`config.mk`:
```
export PLATFORM = sky130hd
export DESIGN_NAME = presettable_counter
export DESIGN_NICKNAME = d
export VERILOG_FILES = /design/src/rtl/pcnt_pkg.sv /design/src/rtl/pcnt_incr.sv /design/src/rtl/pcnt_ctrl.sv /design/src/rtl/pcnt_carry.sv /design/src/rtl/presettable_counter.sv
export SDC_FILE = /design/constraint.sdc
export NUM_CORES = 1
export LEC_CHECK = 0
export BUFFER_PORTS_ARGS = -buffer_cell sky130_fd_sc_hd__buf_4
export CAP_MARGIN = 40
export CORE_AREA = 5 5 42 44
export CTS_CLUSTER_DIAMETER = 50
export DETAILED_ROUTE_END_ITERATION = 10
export DIE_AREA = 0 0 47 49
export MAX_ROUTING_LAYER = met4
export PLACE_DENSITY_LB_ADDON = 0.1
export SYNTH_ARGS = -nofsm -noshare
export SYNTH_HDL_FRONTEND = slang
export SYNTH_SLANG_ARGS = --single-unit
export TNS_END_PERCENT = 10
```
`constraint.sdc`:
```
create_clock -name clk -period 5 [get_ports clk]
set_input_delay 1.25 -clock clk [delete_from_list [all_inputs] [get_ports clk]]
set_output_delay 1.25 -clock clk [all_outputs]
set_load 0.05 [all_outputs]
```
`src/rtl/pcnt_pkg.sv`:
```
package pcnt_pkg;

  typedef enum logic [1:0] {
    ACT_HOLD   = 2'd0,
    ACT_STEP   = 2'd1,
    ACT_LOAD   = 2'd2,
    ACT_RELOAD = 2'd3
  } pcnt_act_e;

  // Priority: parallel load, then enable gate, then terminal reload, then step.
  function automatic pcnt_act_e pick_action(input logic load,
                                            input logic en,
                                            input logic mode,
                                            input logic term);
    if (load)         return ACT_LOAD;
    if (!en)          return ACT_HOLD;
    if (mode && term) return ACT_RELOAD;
    return ACT_STEP;
  endfunction

endpackage

```
`src/rtl/pcnt_incr.sv`:
```
module pcnt_incr #(
  parameter int W = 8
) (
  input  logic [W-1:0] cur,
  output logic [W-1:0] inc,
  output logic         all_ones
);
  // below[i] is high when every bit under position i is one (toggle enable).
  logic [W:0] below;
  assign below[0] = 1'b1;

  for (genvar i = 0; i < W; i++) begin : g_bit
    assign below[i+1] = below[i] & cur[i];
    assign inc[i]     = cur[i] ^ below[i];
  end

  assign all_ones = below[W];
endmodule

```
`src/rtl/pcnt_ctrl.sv`:
```
module pcnt_ctrl
  import pcnt_pkg::*;
(
  input  logic      load,
  input  logic      en,
  input  logic      mode,
  input  logic      term,
  output pcnt_act_e act,
  output logic      reload_evt,
  output logic      take_preset
);
  always_comb begin
    act         = pick_action(load, en, mode, term);
    reload_evt  = (act == ACT_RELOAD);
    take_preset = (act == ACT_RELOAD) || (act == ACT_LOAD);
  end
endmodule

```
`src/rtl/pcnt_carry.sv`:
```
module pcnt_carry (
  input  logic clk,
  input  logic rst_a,
  input  logic reload_evt,
  output logic carry_q,
  output logic carry_qn
);
  logic pulse_r;

  always_ff @(posedge clk or posedge rst_a) begin
    if (rst_a) pulse_r <= 1'b0;
    else       pulse_r <= reload_evt;
  end

  assign carry_q  = pulse_r;
  assign carry_qn = ~pulse_r;
endmodule

```
`src/rtl/presettable_counter.sv`:
```
module presettable_counter
  import pcnt_pkg::*;
#(
  parameter int W = 8
) (
  input  logic         clk,
  input  logic         rst_a,
  input  logic         tc_reload_mode,
  input  logic         load_en,
  input  logic         count_en,
  input  logic [W-1:0] preset_word,
  output logic [W-1:0] count_q,
  output logic         tc_n,
  output logic         carry_out,
  output logic         carry_out_n
);
  localparam logic [W-1:0] ALL_ONES = {W{1'b1}};
  localparam logic [W-1:0] PRE_TERM = ALL_ONES - 1'b1;

  logic [W-1:0] cnt_r;
  logic [W-1:0] cnt_inc;
  logic [W-1:0] cnt_nxt;
  logic         at_term;
  logic         reload_evt;
  logic         take_preset;
  pcnt_act_e    act;

  pcnt_incr #(.W(W)) u_incr (
    .cur      (cnt_r),
    .inc      (cnt_inc),
    .all_ones (at_term)
  );

  pcnt_ctrl u_ctrl (
    .load        (load_en),
    .en          (count_en),
    .mode        (tc_reload_mode),
    .term        (at_term),
    .act         (act),
    .reload_evt  (reload_evt),
    .take_preset (take_preset)
  );

  always_comb begin
    if (take_preset)            cnt_nxt = preset_word;
    else if (act == ACT_STEP)   cnt_nxt = cnt_inc;
    else                        cnt_nxt = cnt_r;
  end

  always_ff @(posedge clk or posedge rst_a) begin
    if (rst_a) cnt_r <= '0;
    else       cnt_r <= cnt_nxt;
  end

  pcnt_carry u_carry (
    .clk        (clk),
    .rst_a      (rst_a),
    .reload_evt (reload_evt),
    .carry_q    (carry_out),
    .carry_qn   (carry_out_n)
  );

  assign count_q = cnt_r;
  assign tc_n    = ~at_term;

  // reset state
  p_reset_state_r1: assert property (@(posedge clk)
    rst_a |-> (count_q == '0 && !carry_out && tc_n));

  // one step short of all-ones leads to an asserted terminal flag
  p_tc_arrive_r2: assert property (@(posedge clk) disable iff (rst_a)
    (!load_en && count_en && count_q == PRE_TERM) |=> !tc_n);

  // wrap in free mode
  p_wrap_r3: assert property (@(posedge clk) disable iff (rst_a)
    (!load_en && count_en && !tc_reload_mode && !tc_n) |=> count_q == '0);

  // reload in reload mode
  p_reload_r4: assert property (@(posedge clk) disable iff (rst_a)
    (!load_en && count_en && tc_reload_mode && !tc_n) |=> count_q == $past(preset_word));

  // hold
  p_hold_r5: assert property (@(posedge clk) disable iff (rst_a)
    (!load_en && !count_en) |=> $stable(count_q));

  // load wins
  p_load_r6: assert property (@(posedge clk) disable iff (rst_a)
    load_en |=> count_q == $past(preset_word));

  // plain step
  p_step_r7: assert property (@(posedge clk) disable iff (rst_a)
    (!load_en && count_en && tc_n) |=> count_q == $past(count_q) + 1'b1);

  // carry follows reload events only
  p_carry_set_r8: assert property (@(posedge clk) disable iff (rst_a)
    reload_evt |=> carry_out);
  p_carry_clr_r8: assert property (@(posedge clk) disable iff (rst_a)
    !reload_evt |=> !carry_out);
endmodule

```
==> results of run 1 <==
==> cell type report <==
class / count / area share (%)
flip-flops and latches: 9 / 31.63
clock buffers: 4 / 3.691
well taps: 16 / 2.812
repair buffers: 23 / 24.25
multi-input cells: 34 / 36.03
inverters: 3 / 1.582
==> where the power goes <==
group	internal, mW	switching [mW]
Clock	0.0309	0.0273
Combinational	0.0299	0.0508
Sequential	0.0808	0.00670
==> per-stage QoR <==
| stage | setup slack, ns | cells | hold slack [ns] |
|---|---|---|---|
| 3_3_place_gp | 1.790 | 85 | 0.6031 |
| 4_1_cts | 1.480 | 89 | 0.6275 |
| 3_5_place_dp | 1.784 | 85 | 0.6133 |
| 5_1_grt | 1.395 | 89 | 0.6447 |
| 6_report | 1.506 | 89 | 0.6199 |
| 2_1_floorplan | 1.506 | 49 | 0.8814 |
==> state kept, by name, summed over array words and instances, names as in the netlist <==
| name | cells |
|---|---|
| count_q | 8 |
| u_carry.carry_q | 1 |
==> layout by cell type, fill, tap and decap left out <==
| master | Yosys | final |
|---|---|---|
| buf_4 | 0 | 23 |
| dfrtp_1 | 9 | 9 |
| nor2_1 | 8 | 8 |
| a22oi_1 | 7 | 7 |
| a21oi_1 | 7 | 7 |
| ha_1 | 7 | 7 |
| inv_1 | 3 | 3 |
| clkbuf_4 | 0 | 3 |
| a31oi_4 | 1 | 1 |
| nand2b_1 | 1 | 1 |
| nor2_2 | 1 | 1 |
| a21oi_2 | 1 | 1 |
| xor2_1 | 1 | 1 |
| clkbuf_1 | 0 | 1 |
==> worst max-delay path: stages, from the launching register on <==
cell	delay, ns
dfrtp_1	0.41
ha_1	0.21
ha_1	0.18
ha_1	0.17
ha_1	0.18
ha_1	0.18
ha_1	0.18
ha_1	0.22
inv_1	0.06
buf_4	0.18
==> how the worst max path moves through the flow <==
stage / startpoint / to / cells past startpoint
after floorplan: count_q[0]$_DFFE_PP0P_ / tc_n / 8
after global placement: count_q[0]$_DFFE_PP0P_ / tc_n / 9
after detailed placement: count_q[0]$_DFFE_PP0P_ / tc_n / 9
after CTS: count_q[0]$_DFFE_PP0P_ / tc_n / 9
after global routing: count_q[0]$_DFFE_PP0P_ / tc_n / 9
final: count_q[0]$_DFFE_PP0P_ / tc_n / 9
==> logic make-up (layout without fill, tap and decap cells) <==
family,Yosys count,in the layout
AO/OA/AOI/OAI,16,16
buffers and inverters,6,30
XOR/XNOR,1,1
flip-flops,9,9
AND/OR/NAND/NOR,10,10
adder cells (fa/ha/maj),7,7
==> metal layers <==
metal	up-vias	share of wire, %	track usage, %
met5	-	0	-
met4	0	3.1	8.295
met3	3	7.6	2.214
met2	17	46	13.80
met1	181	43	12.98
li1	220	-	-
==> out/results.md, run 1 <==
| Quantity | Value | Unit |
| --- | --- | --- |
| Syn Std Cell Area | 526.8 | sq um |
| Die Wd | 47 | um |
| Data arrival at the endpoint of the critical path | 2.24 | ns |
| Number of max-cap violations | 0 | - |
| Maximum vdd drop | 0.0001359 | V |
| Final Total Pwr | 226.4 | uW |
| Post-Synth Adder-Cell Area | 16.63 | % |
| Outcome | complete, no violations | - |
| Post-CTS Repair Setup Buffers | 0 | - |
| Ratio of final minimum period to clock period | 69.88 | % |
| Number of synthesized flops with an enable pin | 0 | - |
| Routability-driven placement congestion ratio | 0.6951 | - |
| Wire per inst | 11.40 | um |
| Share of synthesized area spent on multiplexers | 0 | % |
| Number of flip-flops and latches in the synthesized netlist | 9 | - |
| DRC violation total after the first TritonRoute iteration | 6 | - |
| Final setup TNS | 0 | ns |
| Main combinational cell family by area after synthesis | compound AO/OA/AOI/OAI gates | - |
| Depth of the worst register-to-register path | 10 | - |
| Number of different library cells in the post-synthesis netlist | 12 | - |
| Level count of the clock H-tree | 1 | - |
| Placed cell areas | 685.7 | sq um |
| Share of post-route cells with drive strength above 1 | 39.73 | % |
| Slew at the pin closest to its max-slew limit | 0.4713 | ns |
| Leading cell types by total area after synthesis | dfrtp_1 43%, ha_1 17%, a22oi_1 10%, a21oi_1 6.7%, buf_6 6.4% | - |
| Routed vias | 421 | - |
| Fraction of synthesized cell area in xor and xnor cells | 1.663 | % |
| Vias per cell | 4.730 | - |
| Vias in the first global route | 415 | - |
| Initial antenna violation count | 0 | - |
| Minimum clock period after layout | 3.494 | ns |
| Hold crit path type | flop to flop | - |
| Depth of the worst hold-timing path | 2 | - |
| Maximum fanout along the worst path | 3 | - |
| Half-perimeter wire length after placement | 787.5 | um |
| Starting density of the core | 37.59 | % |
| Number of search-and-repair iterations in the first detailed-routing pass | 3 | - |
| Count of pins on the block boundary | 24 | - |
| Req. time, crit path | 3.75 | ns |
| Areal power density over the cells | 318.0 | nW/um^2 |
| Post-layout nets | 94 | - |
| Wire length of the first global-routing pass | 1.662 | mm |
| Total area of multi-input combinational cells | 256.5 | sq um |
| Critical Path End Type | primary output | - |
| FF/Latch Area | 225.2 | sq um |
| Async set-or-reset flop fraction in the synthesized netlist | 100.0 | % |
| Design Area, Final | 711.9 | sq um |
| Fillers | 133 | - |
| Post-route core utilization | 50.80 | % |
| Buffer type at the clock tree root | clkbuf_4 | - |
| Synthesized area divided by synthesized cell count | 10.75 | sq um |
| Hold Path Origin | count_q[7]$_DFFE_PP0P_ | - |
| Number of nets still failing antenna checks after routing | 0 | - |
| Endpoint of the worst register-to-register path | count_q[7]$_DFFE_PP0P_ | - |
| Total overflow reported by the global router | 0 | - |
| Maximum number of pins on one net before global-route repair | 18 | - |
| Setup crit start kind | flop | - |
| Cell with the most instances after synthesis | dfrtp_1 | - |
| Static leakage | 0.3522 | nW |
| Synth top cells by count | 9 x dfrtp_1, 8 x nor2_1, 7 x a21oi_1, 7 x a22oi_1, 7 x ha_1 | - |
| Detailed Route WL | 1.015 | mm |
| Resize count post-CTS | 0 | - |
| Synthesized-area fraction occupied by ao, oa, aoi and oai cells | 22.33 | % |
| Relative area change from synthesis to final layout | 35.15 | % |
| Flop-to-flop setup slack | 2.57 | ns |
| TritonCTS Sinks | 9 | - |
| Post-Synthesis Cells | 49 | - |
| Number of endpoints with negative hold slack in the final report | 0 | - |
| Synth Area in Simple Gates | 8.076 | % |
| Remaining design rule violation count | 0 | - |
| Clock Tree Buf Depth | 2 | - |
| Share of the yosys chip area belonging to registers | 42.76 | % |
| Overall fraction of global-route tracks in use | 10.37 | % |
| Port Buffer Count | 23 | - |
| Cell taking the most area after synthesis | dfrtp_1 | - |
| Most instantiated flip-flop cell in the synthesis netlist | dfrtp_1 | - |
| Count of synthesis-stage warnings from yosys | 0 | - |
| Unrepaired setup endpoints after global routing | false | - |
| Fmax achieved | 0.2862 | GHz |
| # setup viols final | 0 | - |
| Clock slew seen by the registers of the worst setup and hold paths | 0.06 | ns |
| TritonCTS clock tree | yes | - |
| Core outline area | 1401 | sq um |
| Chip height | 49 | um |
| Post-cts hold buffer count | 0 | - |
| Synthesized Nets | 69 | - |
| Worst Skew | 0.003442 | ns |
| Critical path start-end classification | flop to primary output | - |
| Count of final max-slew check failures | 0 | - |
| Diode insertion count for antenna repair | 0 | - |
| Hold-critical path endpoint | count_q[7]$_DFFE_PP0P_ | - |
| Number of buffers inserted during clock tree synthesis | 3 | - |
| Yosys top cell area share | 42.76 | % |
| Worst relative slew slack | 68.58 | % |
| Clock network latency to the later pin of the worst-skew pair | 0.27 | ns |
| Standard-cell row count | 14 | - |
| Crit Reg-Reg Startpoint | count_q[0]$_DFFE_PP0P_ | - |
| Full die area | 2303 | sq um |
Power figures use the tool's default switching activity.
==> run 2: changes to the inputs <==
- CORE_AREA: 5 5 42 44 -> not set
- CORE_MARGIN: not set -> 5
- CORE_UTILIZATION: not set -> 39
- DIE_AREA: 0 0 47 49 -> not set
- clock period: 5 -> 3.15 ns (I/O delays scaled with it)
==> out/results.md, run 2 (synthesis gave the netlist of run 1 again) <==
| Quantity | Value | Unit |
| --- | --- | --- |
| Minimum hold slack | 0.4910 | ns |
| DRC violation total after the first TritonRoute iteration | 0 | - |
| Post-Place Worst Slack | 0.4070 | ns |
| Total overflow reported by the global router | 0 | - |
| Level count of the clock H-tree | 1 | - |
| Standard-cell row count | 13 | - |
| Most frequent CP cell | ha_1 | - |
| Wire length of the first global-routing pass | 1.614 | mm |
| Sequence of cells on the critical path | ha_1, ha_1, ha_1, ha_1, ha_1, ha_1, ha_1, inv_1, buf_4 | - |
| Number of max-cap violations | 0 | - |
| Buffer type at the clock tree root | clkbuf_4 | - |
| Maximum fanout along the worst path | 3 | - |
| Worst relative slew slack | 66.36 | % |
| Clock network latency to the later pin of the worst-skew pair | 0.26 | ns |
| Post-CTS Repair Setup Buffers | 0 | - |
| Initial antenna violation count | 0 | - |
| Most common library cell in the layout ignoring fill and taps | buf_4 | - |
| Depth of the worst register-to-register path | 10 | - |
| Resize count post-CTS | 0 | - |
| Data arrival at the endpoint of the critical path | 2.22 | ns |
| Hold crit path type | input port to asynchronous set/reset pin | - |
| Overall fraction of global-route tracks in use | 11.05 | % |
| # setup viols final | 0 | - |
| Placed cell areas | 684.4 | sq um |
| Clock Tree Buf Depth | 2 | - |
| Diode insertion count for antenna repair | 0 | - |
| Worst Skew | 0.001064 | ns |
| Critical path start-end classification | flop to primary output | - |
| Areal power density over the cells | 502.6 | nW/um^2 |
| Standard cell with the maximum stage delay on the critical path | dfrtp_1 | - |
| Detailed Route WL | 1.062 | mm |
| Number of search-and-repair iterations in the first detailed-routing pass | 1 | - |
| Unrepaired setup endpoints after global routing | false | - |
| Static leakage | 0.3522 | nW |
| Port Buffer Count | 23 | - |
| Ratio of final minimum period to clock period | 95.52 | % |
| Req. time, crit path | 2.36 | ns |
| Starting density of the core | 40.99 | % |
| Post-layout nets | 94 | - |
| Design Area, Final | 710.7 | sq um |
| Top library cells by usage in the layout, fill and taps aside | 23 x buf_4, 9 x dfrtp_1, 8 x nor2_1 | - |
| Remaining design rule violation count | 0 | - |
| Full die area | 2186 | sq um |
| Count of pins on the block boundary | 24 | - |
| Flip-flop count of the largest register after layout | 8 | - |
| Core outline area | 1285 | sq um |
| Post-cts hold buffer count | 0 | - |
| Final setup TNS | 0 | ns |
| Peak per-stage delay on the critical path | 0.41 | ns |
| Share of post-route cells with drive strength above 1 | 39.73 | % |
| Wire per inst | 12.07 | um |
| Half-perimeter wire length after placement | 814.3 | um |
| Chip height | 46.75 | um |
| Minimum clock period after layout | 3.009 | ns |
| TritonCTS Sinks | 9 | - |
| Post-route core utilization | 55.31 | % |
| Fmax achieved | 0.3323 | GHz |
| Slew at the pin closest to its max-slew limit | 0.5046 | ns |
| Vias per cell | 5.068 | - |
| Routability-driven placement congestion ratio | 0.6674 | - |
| Vias in the first global route | 393 | - |
| Routed vias | 446 | - |
| Critical Path End Type | primary output | - |
| Clock slew seen by the registers of the worst setup and hold paths | 0.06 | ns |
| Maximum vdd drop | 0.0003085 | V |
| Die Wd | 46.75 | um |
| Worst Slack Setup Final | 0.1410 | ns |
| Setup crit start kind | flop | - |
| Number of nets still failing antenna checks after routing | 0 | - |
| Maximum number of pins on one net before global-route repair | 18 | - |
| Number of endpoints with negative hold slack in the final report | 0 | - |
| TritonCTS clock tree | yes | - |
| Relative area change from synthesis to final layout | 34.92 | % |
| Number of buffers inserted during clock tree synthesis | 3 | - |
| Outcome | complete, no violations | - |
| Count of final max-slew check failures | 0 | - |
==> run 2: cell counts in the layout (fill, tap and decap cells not counted) <==
No cell type changed its count.
==> run 2: final cells by class <==
type	instances	area (sq um)
fill	127	574.3
multi-input combinational	34	256.5
sequential	9	225.2
timing repair buffer	23	172.7
clock buffer	4	26.28
tap	15	18.77
inverter	3	11.26
==> run 2: critical path, delay by kind of cell, from the launching register on <==
family	cells	cell delay (ns)
buffers and inverters	2	0.24
adder cells (fa/ha/maj)	7	1.31
flip-flops	1	0.41
==> run 2: path summary, 6_finish.rpt <==
kind / startpoint / end / slack [ns]
worst max-delay path: count_q[0]$_DFFE_PP0P_ / tc_n / 0.14
worst min-delay path: rst_a / count_q[0]$_DFFE_PP0P_ / 0.49
worst max register to register: count_q[0]$_DFFE_PP0P_ / count_q[1]$_DFFE_PP0P_ / 0.66
worst min register to register: count_q[7]$_DFFE_PP0P_ / count_q[7]$_DFFE_PP0P_ / 0.61
max in group asynchronous: rst_a / count_q[7]$_DFFE_PP0P_ / 2.41
min in group clk: count_q[7]$_DFFE_PP0P_ / count_q[7]$_DFFE_PP0P_ / 0.61
==> run 2: routing by layer <==
metal / track usage (%) / up-vias / routed length (um) / part of all wire, %
met1: 11.29 / 209 / 416 / 39
met4: 3.315 / 0 / 8 / 0.75
met2: 19.23 / 14 / 543 / 51
met5: - / - / 0 / 0
li1: - / 221 / - / -
met3: 4.598 / 2 / 94 / 8.9
==> run 2: power by group <==
group | total [mW] | internal (mW) | leakage [nW] | switching [mW]
logic | 0.131 | 0.0484 | 0.235 | 0.0826
clock network | 0.0866 | 0.0487 | 0.0150 | 0.0379
registers | 0.140 | 0.128 | 0.102 | 0.0113
==> run 2: through the flow <==
stage               std cells  power [mW]
floorplan                  49      0.2318
finish                     88      0.3572
global placement           84      0.2708
global route               88      0.3787
CTS                        88      0.3632
detailed placement         84      0.2732
==> run 3: changes to the inputs <==
- ABC_AREA: not set -> 1
- CORE_UTILIZATION: 39 -> 41
==> out/results.md, run 3 <==
| Quantity | Value | Unit |
| --- | --- | --- |
| Clock Tree Buf Depth | 2 | - |
| Detailed Route WL | 1.423 | mm |
| Unrepaired setup endpoints after global routing | false | - |
| Slew at the pin closest to its max-slew limit | 0.3975 | ns |
| Maximum fanout along the worst path | 4 | - |
| Fillers | 142 | - |
| Req. time, crit path | 2.36 | ns |
| Main combinational cell family by area after synthesis | simple AND/OR/NAND/NOR gates | - |
| Maximum vdd drop | 0.0002165 | V |
| Clock slew seen by the registers of the worst setup and hold paths | 0.07 | ns |
| Worst Skew | 0.006192 | ns |
| Cell taking the most area after synthesis | dfrtp_1 | - |
| Maximum number of pins on one net before global-route repair | 12 | - |
| Flip-flop count of the largest register after layout | 8 | - |
| Vias per cell | 4.659 | - |
| Share of post-route cells with drive strength above 1 | 27.93 | % |
| Number of different library cells in the post-synthesis netlist | 11 | - |
| Post-Synthesis Cells | 85 | - |
| Vias in the first global route | 542 | - |
| Outcome | complete, no violations | - |
| Port Buffer Count | 23 | - |
| Routed vias | 587 | - |
| Count of synthesis-stage warnings from yosys | 0 | - |
| Count of pins on the block boundary | 24 | - |
| Endpoint of the worst register-to-register path | count_q[0]$_DFFE_PP0P_ | - |
| DRC violation total after the first TritonRoute iteration | 7 | - |
| Flop-to-flop setup slack | 0.84 | ns |
| Post-cts hold buffer count | 0 | - |
| Post-layout nets | 132 | - |
| Diode insertion count for antenna repair | 0 | - |
| Critical Path End Type | primary output | - |
| Async set-or-reset flop fraction in the synthesized netlist | 100.0 | % |
| Setup crit start kind | flop | - |
| Synth top cells by count | 41 x nand2_1, 13 x inv_1, 9 x dfrtp_1, 8 x nand3_1, 7 x ha_1 | - |
| TritonCTS Sinks | 9 | - |
| Worst relative slew slack | 73.47 | % |
| Standard-cell row count | 13 | - |
| Fmax achieved | 0.3329 | GHz |
| Synthesized area divided by synthesized cell count | 7.110 | sq um |
| Half-perimeter wire length after placement | 1.063 | mm |
| Core outline area | 1350 | sq um |
| Cell with the most instances after synthesis | nand2_1 | - |
| Ratio of final minimum period to clock period | 95.35 | % |
| Hold crit path type | input port to asynchronous set/reset pin | - |
| Final setup TNS | 0 | ns |
| # setup viols final | 0 | - |
| Post-route core utilization | 60.52 | % |
| Leading cell types by total area after synthesis | dfrtp_1 37%, nand2_1 25%, ha_1 14%, inv_1 8.1%, nand3_1 6.6% | - |
| Count of final max-slew check failures | 0 | - |
| Number of max-cap violations | 0 | - |
| Resize count post-CTS | 0 | - |
| Design Area, Final | 817.0 | sq um |
| Number of search-and-repair iterations in the first detailed-routing pass | 4 | - |
| Overall fraction of global-route tracks in use | 13.18 | % |
| Routability-driven placement congestion ratio | 0.7446 | - |
| Areal power density over the cells | 452.7 | nW/um^2 |
| Placed cell areas | 790.8 | sq um |
| Most instantiated flip-flop cell in the synthesis netlist | dfrtp_1 | - |
| Post-Synth Adder-Cell Area | 14.49 | % |
| Depth of the worst register-to-register path | 13 | - |
| Static leakage | 0.4972 | nW |
| Number of flip-flops and latches in the synthesized netlist | 9 | - |
| Wire length of the first global-routing pass | 2.346 | mm |
| Synthesized Nets | 105 | - |
| TritonCTS clock tree | yes | - |
| Yosys top cell area share | 37.27 | % |
| Number of endpoints with negative hold slack in the final report | 0 | - |
| Initial antenna violation count | 0 | - |
| Level count of the clock H-tree | 1 | - |
| Die Wd | 48.39 | um |
| Wire per inst | 11.29 | um |
| Data arrival at the endpoint of the critical path | 2.22 | ns |
| Syn Std Cell Area | 604.3 | sq um |
| Share of synthesized area spent on multiplexers | 0 | % |
| Minimum clock period after layout | 3.004 | ns |
| Clock network latency to the later pin of the worst-skew pair | 0.27 | ns |
| Total overflow reported by the global router | 0 | - |
| Number of buffers inserted during clock tree synthesis | 3 | - |
| Critical path start-end classification | flop to primary output | - |
| Remaining design rule violation count | 0 | - |
| Number of synthesized flops with an enable pin | 0 | - |
| Relative area change from synthesis to final layout | 35.20 | % |
| Starting density of the core | 44.76 | % |
| Buffer type at the clock tree root | clkbuf_4 | - |
| Most common library cell in the layout ignoring fill and taps | nand2_1 | - |
| Full die area | 2342 | sq um |
| Chip height | 48.39 | um |
| Crit Reg-Reg Startpoint | count_q[0]$_DFFE_PP0P_ | - |
| Top library cells by usage in the layout, fill and taps aside | 41 x nand2_1, 23 x buf_4, 13 x inv_1, 9 x dfrtp_1, 8 x nand3_1 | - |
| Number of nets still failing antenna checks after routing | 0 | - |
| FF/Latch Area | 225.2 | sq um |
| Fraction of synthesized cell area in xor and xnor cells | 0 | % |
| Total area of multi-input combinational cells | 317.8 | sq um |
| Synth Area in Simple Gates | 38.10 | % |
| Synthesized-area fraction occupied by ao, oa, aoi and oai cells | 0 | % |
| Post-CTS Repair Setup Buffers | 0 | - |
| Share of the yosys chip area belonging to registers | 37.27 | % |
==> run 3: cell types whose count changed after synthesis, sizes merged <==
cell / previous run / this run
nor2: 9 / 2
nand2: 0 / 42
a21oi: 8 / 0
a22oi: 7 / 0
inv: 3 / 15
buf: 3 / 1
nand2b: 1 / 0
a31oi: 1 / 0
nand3: 0 / 9
xor2: 1 / 0
==> run 3: area by class of cell <==
cell class / count / share of cell area [%]
flip-flops and latches: 9 / 27.57
multi-input cells: 60 / 38.90
clock buffers: 4 / 3.216
repair buffers: 23 / 21.13
inverters: 15 / 6.891
well taps: 15 / 2.297
==> run 3: cells by family (layout without fill, tap and decap cells) <==
| family | after synthesis | after routing |
|---|---|---|
| and+or+nand+nor | 53 | 53 |
| buffers and inverters | 16 | 42 |
| DFF | 9 | 9 |
| adders and majority gates | 7 | 7 |
==> run 3: routing by layer <==
metal | track usage [%] | vias to the layer above | part of all wire [%]
met5 | - | - | 0
li1 | - | 309 | -
met3 | 5.810 | 4 | 7.4
met2 | 20.43 | 16 | 46
met1 | 12.87 | 258 | 44
met4 | 9.677 | 0 | 2.4
==> run 3: where the power goes <==
group	switching (mW)	internal [mW]
combinational	0.0870	0.0476
sequential	0.0112	0.128
clock	0.0468	0.0491
==> run 3: critical path, cell delays in order (launching register included) <==
cell	delay (ns)
dfrtp_1	0.41
ha_1	0.21
ha_1	0.18
ha_1	0.17
ha_1	0.18
ha_1	0.18
ha_1	0.18
ha_1	0.20
inv_1	0.06
buf_4	0.18
==> run 3: worst max path at each step <==
stage	slack [ns]	endpoint	from
5_1_grt	0.07	tc_n	count_q[0]$_DFFE_PP0P_
3_3_place_gp	0.47	tc_n	count_q[0]$_DFFE_PP0P_
4_1_cts	0.12	tc_n	count_q[0]$_DFFE_PP0P_
3_5_place_dp	0.43	tc_n	count_q[0]$_DFFE_PP0P_
2_1_floorplan	0.14	tc_n	count_q[0]$_DFFE_PP0P_
6_report	0.15	tc_n	count_q[0]$_DFFE_PP0P_
==> run 3: metrics by stage <==
| step | setup WS, ns | cells | hold WS (ns) | total power, mW |
|---|---|---|---|---|
| floorplan | 0.1432 | 85 | 0.6154 | 0.2319 |
| global placement | 0.4678 | 122 | 0.4906 | 0.2753 |
| detailed placement | 0.4285 | 122 | 0.5065 | 0.2778 |
| CTS | 0.1219 | 126 | 0.4970 | 0.3755 |
| global route | 0.07387 | 126 | 0.5334 | 0.3920 |
| finish | 0.1464 | 126 | 0.4945 | 0.3699 |
